File: src/rtl/chdiv_pkg.sv
`timescale 1ns/1ps
package chdiv_pkg;
  typedef enum logic [1:0] {
    ROUTE_PASS     = 2'd0,
    ROUTE_DIV      = 2'd1,
    ROUTE_PASS_DLY = 2'd2,
    ROUTE_DIV_DLY  = 2'd3
  } route_mode_t;

  // Bit 0 of the route mode selects the divided path; the delay bit is
  // analog and has no digital effect.
  function automatic logic route_uses_div(input route_mode_t m);
    return (m == ROUTE_DIV) || (m == ROUTE_DIV_DLY);
  endfunction
endpackage

File: src/rtl/chdiv_sync_align.sv
`timescale 1ns/1ps
module chdiv_sync_align #(
  parameter int LAT = 4
) (
  input  logic clk,
  input  logic rst_n,
  input  logic sync_n,
  output logic filt,
  output logic hold
);
  localparam int STAGES = (LAT > 1) ? LAT - 1 : 1;

  logic             prev_s;
  logic [STAGES-1:0] line;

  // low is recognised only after two consecutive low samples
  always_ff @(posedge clk or negedge rst_n) begin
    if (!rst_n) begin
      prev_s <= 1'b1;
      filt   <= 1'b1;
    end else begin
      prev_s <= sync_n;
      filt   <= sync_n | prev_s;
    end
  end

  // fixed latency between recognition and the divider
  for (genvar gi = 0; gi < STAGES; gi++) begin : g_stage
    if (gi == 0) begin : g_first
      always_ff @(posedge clk or negedge rst_n) begin
        if (!rst_n) line[gi] <= 1'b1;
        else        line[gi] <= filt;
      end
    end else begin : g_next
      always_ff @(posedge clk or negedge rst_n) begin
        if (!rst_n) line[gi] <= 1'b1;
        else        line[gi] <= line[gi-1];
      end
    end
  end

  assign hold = ~line[STAGES-1];
endmodule

File: src/rtl/chdiv_even_div.sv
`timescale 1ns/1ps
module chdiv_even_div #(
  parameter int CODE_W = 8
) (
  input  logic              clk,
  input  logic              rst_n,
  input  logic              hold,
  input  logic [CODE_W-1:0] code,
  output logic              q
);
  localparam logic [CODE_W-1:0] ONE = CODE_W'(1);

  logic [CODE_W-1:0] cnt;
  logic              prime;
  logic              code_ok;
  logic              wrap;

  assign code_ok = (code != '0);
  assign wrap    = (cnt >= code - ONE);

  always_ff @(posedge clk or negedge rst_n) begin
    if (!rst_n) begin
      cnt   <= '0;
      q     <= 1'b0;
      prime <= 1'b1;
    end else if (hold || !code_ok) begin
      // forced low, restart armed
      cnt   <= '0;
      q     <= 1'b0;
      prime <= 1'b1;
    end else if (prime) begin
      // first edge after restart rises
      cnt   <= '0;
      q     <= 1'b1;
      prime <= 1'b0;
    end else if (wrap) begin
      cnt <= '0;
      q   <= ~q;
    end else begin
      cnt <= cnt + ONE;
    end
  end
endmodule

File: src/rtl/chdiv_out_gate.sv
`timescale 1ns/1ps
module chdiv_out_gate
  import chdiv_pkg::*;
(
  input  logic        clk,
  input  logic        div_q,
  input  route_mode_t mode,
  input  logic        ch_en,
  input  logic        glb_en,
  input  logic        glb_oe_pin,
  input  logic        pwr_dn,
  output logic        clk_out
);
  logic lane_on;
  logic routed;

  assign lane_on = ch_en & glb_en & glb_oe_pin & ~pwr_dn;
  assign routed  = route_uses_div(mode) ? div_q : clk;
  assign clk_out = lane_on & routed;
endmodule

File: src/rtl/chdiv_channel.sv
`timescale 1ns/1ps
module chdiv_channel
  import chdiv_pkg::*;
#(
  parameter int CODE_W   = 8,
  parameter int SYNC_LAT = 4
) (
  input  logic              clk,
  input  logic              rst_n,
  input  logic              sync_n,
  input  logic              ch_en,
  input  logic              glb_en,
  input  logic              glb_oe_pin,
  input  logic              pwr_dn,
  input  logic [1:0]        mode,
  input  logic [CODE_W-1:0] div_code,
  output logic              clk_out
);
  logic sync_filt;
  logic sync_hold;
  logic div_q;

  chdiv_sync_align #(.LAT(SYNC_LAT)) u_align (
    .clk    (clk),
    .rst_n  (rst_n),
    .sync_n (sync_n),
    .filt   (sync_filt),
    .hold   (sync_hold)
  );

  chdiv_even_div #(.CODE_W(CODE_W)) u_div (
    .clk   (clk),
    .rst_n (rst_n),
    .hold  (sync_hold),
    .code  (div_code),
    .q     (div_q)
  );

  chdiv_out_gate u_gate (
    .clk        (clk),
    .div_q      (div_q),
    .mode       (route_mode_t'(mode)),
    .ch_en      (ch_en),
    .glb_en     (glb_en),
    .glb_oe_pin (glb_oe_pin),
    .pwr_dn     (pwr_dn),
    .clk_out    (clk_out)
  );
endmodule

File: config.mk
export PLATFORM = sky130hd
export DESIGN_NAME = chdiv_channel
export DESIGN_NICKNAME = d
export VERILOG_FILES = /design/src/rtl/chdiv_pkg.sv /design/src/rtl/chdiv_sync_align.sv /design/src/rtl/chdiv_even_div.sv /design/src/rtl/chdiv_out_gate.sv /design/src/rtl/chdiv_channel.sv
export SDC_FILE = /design/constraint.sdc
export NUM_CORES = 1
export LEC_CHECK = 0
export BUFFER_PORTS_ARGS = -buffer_cell sky130_fd_sc_hd__buf_2
export CAP_MARGIN = 20
export CORE_MARGIN = 2
export CORE_UTILIZATION = 40
export DETAILED_ROUTE_END_ITERATION = 16
export PLACE_DENSITY = 0.63
export SYNTH_ARGS = -nofsm -noshare
export SYNTH_HDL_FRONTEND = slang
export SYNTH_SLANG_ARGS = --single-unit
export TNS_END_PERCENT = 1
File: constraint.sdc
create_clock -name clk -period 1.8 [get_ports clk]
set_clock_uncertainty 0.15 [all_clocks]
set_input_delay 0.09 -clock clk [delete_from_list [all_inputs] [get_ports clk]]
set_output_delay 0.09 -clock clk [all_outputs]
set_load 0.03 [all_outputs]
# Word level (Yosys, flattened, before mapping)
# Cells that the tools add are included.
# word_totals
ff_bits	15
elab_cells	34
input_bits	17
# op_classes
add_sub_neg	2
order_cmp	1
n_mux	8
reduce_logical	5
n_bitwise	8
eq_ne	2
# op_table
operator	count
$mux W8	3
$add A8 B1 Y8 const B	1
$ge A8 B8 Y1	1
$reduce_bool A8 Y1	1
$sub A8 B1 Y8 const B	1
$mux W1	5
$and A1 B1 Y1	4
$not A1 Y1	3
$reduce_bool A3 Y1	1
$eq A2 B1 Y1 const B	1
$eq A2 B2 Y1 const B	1
$logic_or A1 B1 Y1	2
$logic_not A1 Y1	1
$or A1 B1 Y1	1

# Depth between registers and ports, before layout
# logic_depth
word_depth	5
depth_mapped	11
ltp_nobuf	11

# Modules after synthesis
# Synthesis repeated with hierarchy kept, for this count alone.
# hier_totals
cells_unflattened	87
hier_area_um2	932.1
# by_module_without_submodules
mod	instances	seq_area_each_um2	cells_each	area_per_inst_um2
chdiv_even_div	1	251.5	77	768.2
chdiv_sync_align	1	131.4	7	141.4
chdiv_out_gate	1	0.0	3	22.5

==> qor.yml <==
clock_tree:
  cts_tree: "yes"
  clk_latency_ns: 0.38
  clkTransAtPathRegs_ns: 0.08
  cts_setup_buffers: 0
timing:
  setup_slack_ns: -0.0738
  worst_slew_pin_slew_ns: 0.416
  fin_crit_sh: 1.04
  rsz0062_at_grt: "yes"
  period_needed_ns: 1.87
  setup_viol: 6
  slew_headroom: 0.722
  fmax_ghz: 0.534
  hold_viol: 0
  drv_slew: 0
cells_and_area:
  finalInstanceArea_mm2: 0.00130
  drive_gt1_frac: 0.439
  antenna_cells: 0
  syn2layout_area_growth_pct: 44.1
  nNetsFinal: 161
  layoutNonFillerInstCount: 160
  fillers: 195
  final_util: 0.601
floorplanning:
  die-area_mm2: 0.00266
  ios: 18
  die_x_um: 51.6
  initial_utilization: 0.417
  rows: 17
  die_h_um: 51.6
  core_area_mm2: 0.00217
global_route:
  grt_pass1_wl_um: 3190
  grt_start_max_net_pins: 10
  grt_pass1_vias: 843
  grt_overflow: 0
  grt_usage: 0.172
  antenna_found_initial: 0
critical_path:
  reg2regPathDepth: 6
  end_kind: "flop"
  r2r_slack_ns: -0.04
  r2r-end: "u_div.q$_DFFE_PN0P_"
  reg2reg_from: "u_div.cnt[3]$_DFF_PN0_"
  critPathMaxFanout: 3
  worstSetupPathType: "in -> reg"
  cp_data_required_time_ns: 1.95
  critPathLaunchType: "primary input"
  arrival_ns: 2.02
synthesis:
  synth_enable_flop_cells: 0
  syn_inst: 85
  ys_seq_area_frac: 0.423
  avgSynthCellArea_um2: 10.6
  syn_nets: 113
  yosysWarningCount: 0
  async_flop_share: 1.00
  ys_ff_latch: 15
  synth_cell_types: 29
  netlist_area_um2: 905
  synth-main-ff-cell: "dfrtp_1"
hold_path:
  holdPathEnd: "u_div.prime$_DFF_PN1_"
  min_from: "div_code[6]"
  worstHoldPathType: "in -> reg"
  worst_hold_path.num_cells: 4
power:
  p_per_area_mw_per_mm2: 671
  irDropWorstVdd_uv: 450
  p_leak_uw: 0.000653
run_status:
  failed_checks: "negative setup slack"
  status: "finished, violations left"
detailed_routing:
  viasPerCell: 4.87
  post_drt_wl_per_cell_um: 12.1
  wirelength_um: 1940
  detail-route-antenna-nets: 0
  initialDrtViolationCount: 3
  num_vias: 779
  drt_first_pass_iters: 3
  drc: 0
placed_design:
  gp_congestion: 0.831
  placed_cells: 149
  port_buffers: 16
  hpwl_um: 1490
  dpl_cell_area_mm2: 0.00118
  place_ws_ns: -0.559
job:
  max_cap_violations: 0
Yosys cell counts (2+ instances only):
cell,n,share of area
xnor2_1,7,0.068
nand2_1,2,0.0083
and3_1,3,0.021
dfrtp_1,9,0.25
dfstp_2,6,0.17
o211ai_1,2,0.017
xor2_1,5,0.048
ha_1,11,0.15
nand3_1,4,0.022
nor3_1,2,0.011
nor2_1,12,0.050
inv_1,5,0.021
layer usage:
layer / GRT usage / share of wire
met1: 0.181 / 0.43
met2: 0.278 / 0.51
met3: 0.0632 / 0.047
met4: 0.127 / 0.019
met5: 0 / 0
cell families after synthesis:
kind of cell,Yosys count,synth area share
simple gates,33,0.191
fa+ha+maj,11,0.152
buf+inv,5,0.0207
flops,15,0.423
mux,1,0.0111
xor+xnor,12,0.116
compound gates,8,0.0857
how the worst max path moves through the flow:
| stage | startpoint | slack [ns] | end | cells after the start |
|---|---|---|---|---|
| global placement | div_code[1] | -0.47 | u_div.q$_DFFE_PN0P_ | 10 |
| global route | div_code[5] | -0.14 | u_div.q$_DFFE_PN0P_ | 8 |
| CTS | u_div.cnt[3]$_DFF_PN0_ | -0.08 | u_div.q$_DFFE_PN0P_ | 6 |
| detailed placement | div_code[1] | -0.56 | u_div.q$_DFFE_PN0P_ | 10 |
| finish | div_code[5] | -0.07 | u_div.q$_DFFE_PN0P_ | 8 |
| floorplan | div_code[5] | -0.32 | u_div.q$_DFFE_PN0P_ | 7 |
through the flow:
stage	hold WS (ns)	power (uW)	TNS, ns
finish	0.0201	875	-0.116
global route	0.0210	936	-0.864
floorplan	-0.356	481	-1.96
global placement	-0.140	573	-3.70
detailed placement	-0.140	576	-4.28
CTS	0.0178	889	-0.131
report_power, final:
part	internal [uW]	total, uW	switching (uW)	leakage, uW
combinational	106	201	94.9	0.000425
sequential	365	377	11.9	0.000184
clock	163	297	135	0.0000443
placed cells by master, fill, tap and decap left out, types with 2 or more instances in the layout:
cell	n
inv_1	5
nor3_1	2
o211ai_1	2
dfstp_2	6
buf_2	15
nand3_1	4
nand2_1	2
ha_1	11
clkbuf_4	6
buf_4	20
nor2_1	12
and3_1	3
dfrtp_1	9
xor2_1	5
dlygate4sd3_1	4
xnor2_1	7
registers in the layout, summed over array words and instances, names as in the netlist:
name	count
u_align.prev_s	1
u_div.cnt	8
u_div.prime	1
u_align.line	3
u_align.filt	1
u_div.q	1
critical path, stage by stage:
cell	delay [ns]
buf_6	0.09
or4_4	0.56
nor4_4	0.16
xnor2_1	0.16
ha_1	0.27
a211o_1	0.30
nand2b_1	0.17
a221oi_2	0.23
timing repair:
item,4_1_cts,5_1_grt
gates resized for setup,5,1
endpoints found under the hold margin,18,0
pin swaps,4,0
hold buffers,4,0
setup endpoints to repair,9,9
cell type report:
cell class                 count  area (um2)  share of cell area
multi-input combinational     65         541               0.415
sequential                    15         383               0.294
timing repair buffer          39         272               0.208
clock buffer                   7        50.0              0.0384
tap                           28        35.0              0.0269
inverter                       5        18.8              0.0144
clock inverter                 1        5.00             0.00384
Note: power is estimated with default switching activity, not from simulation.
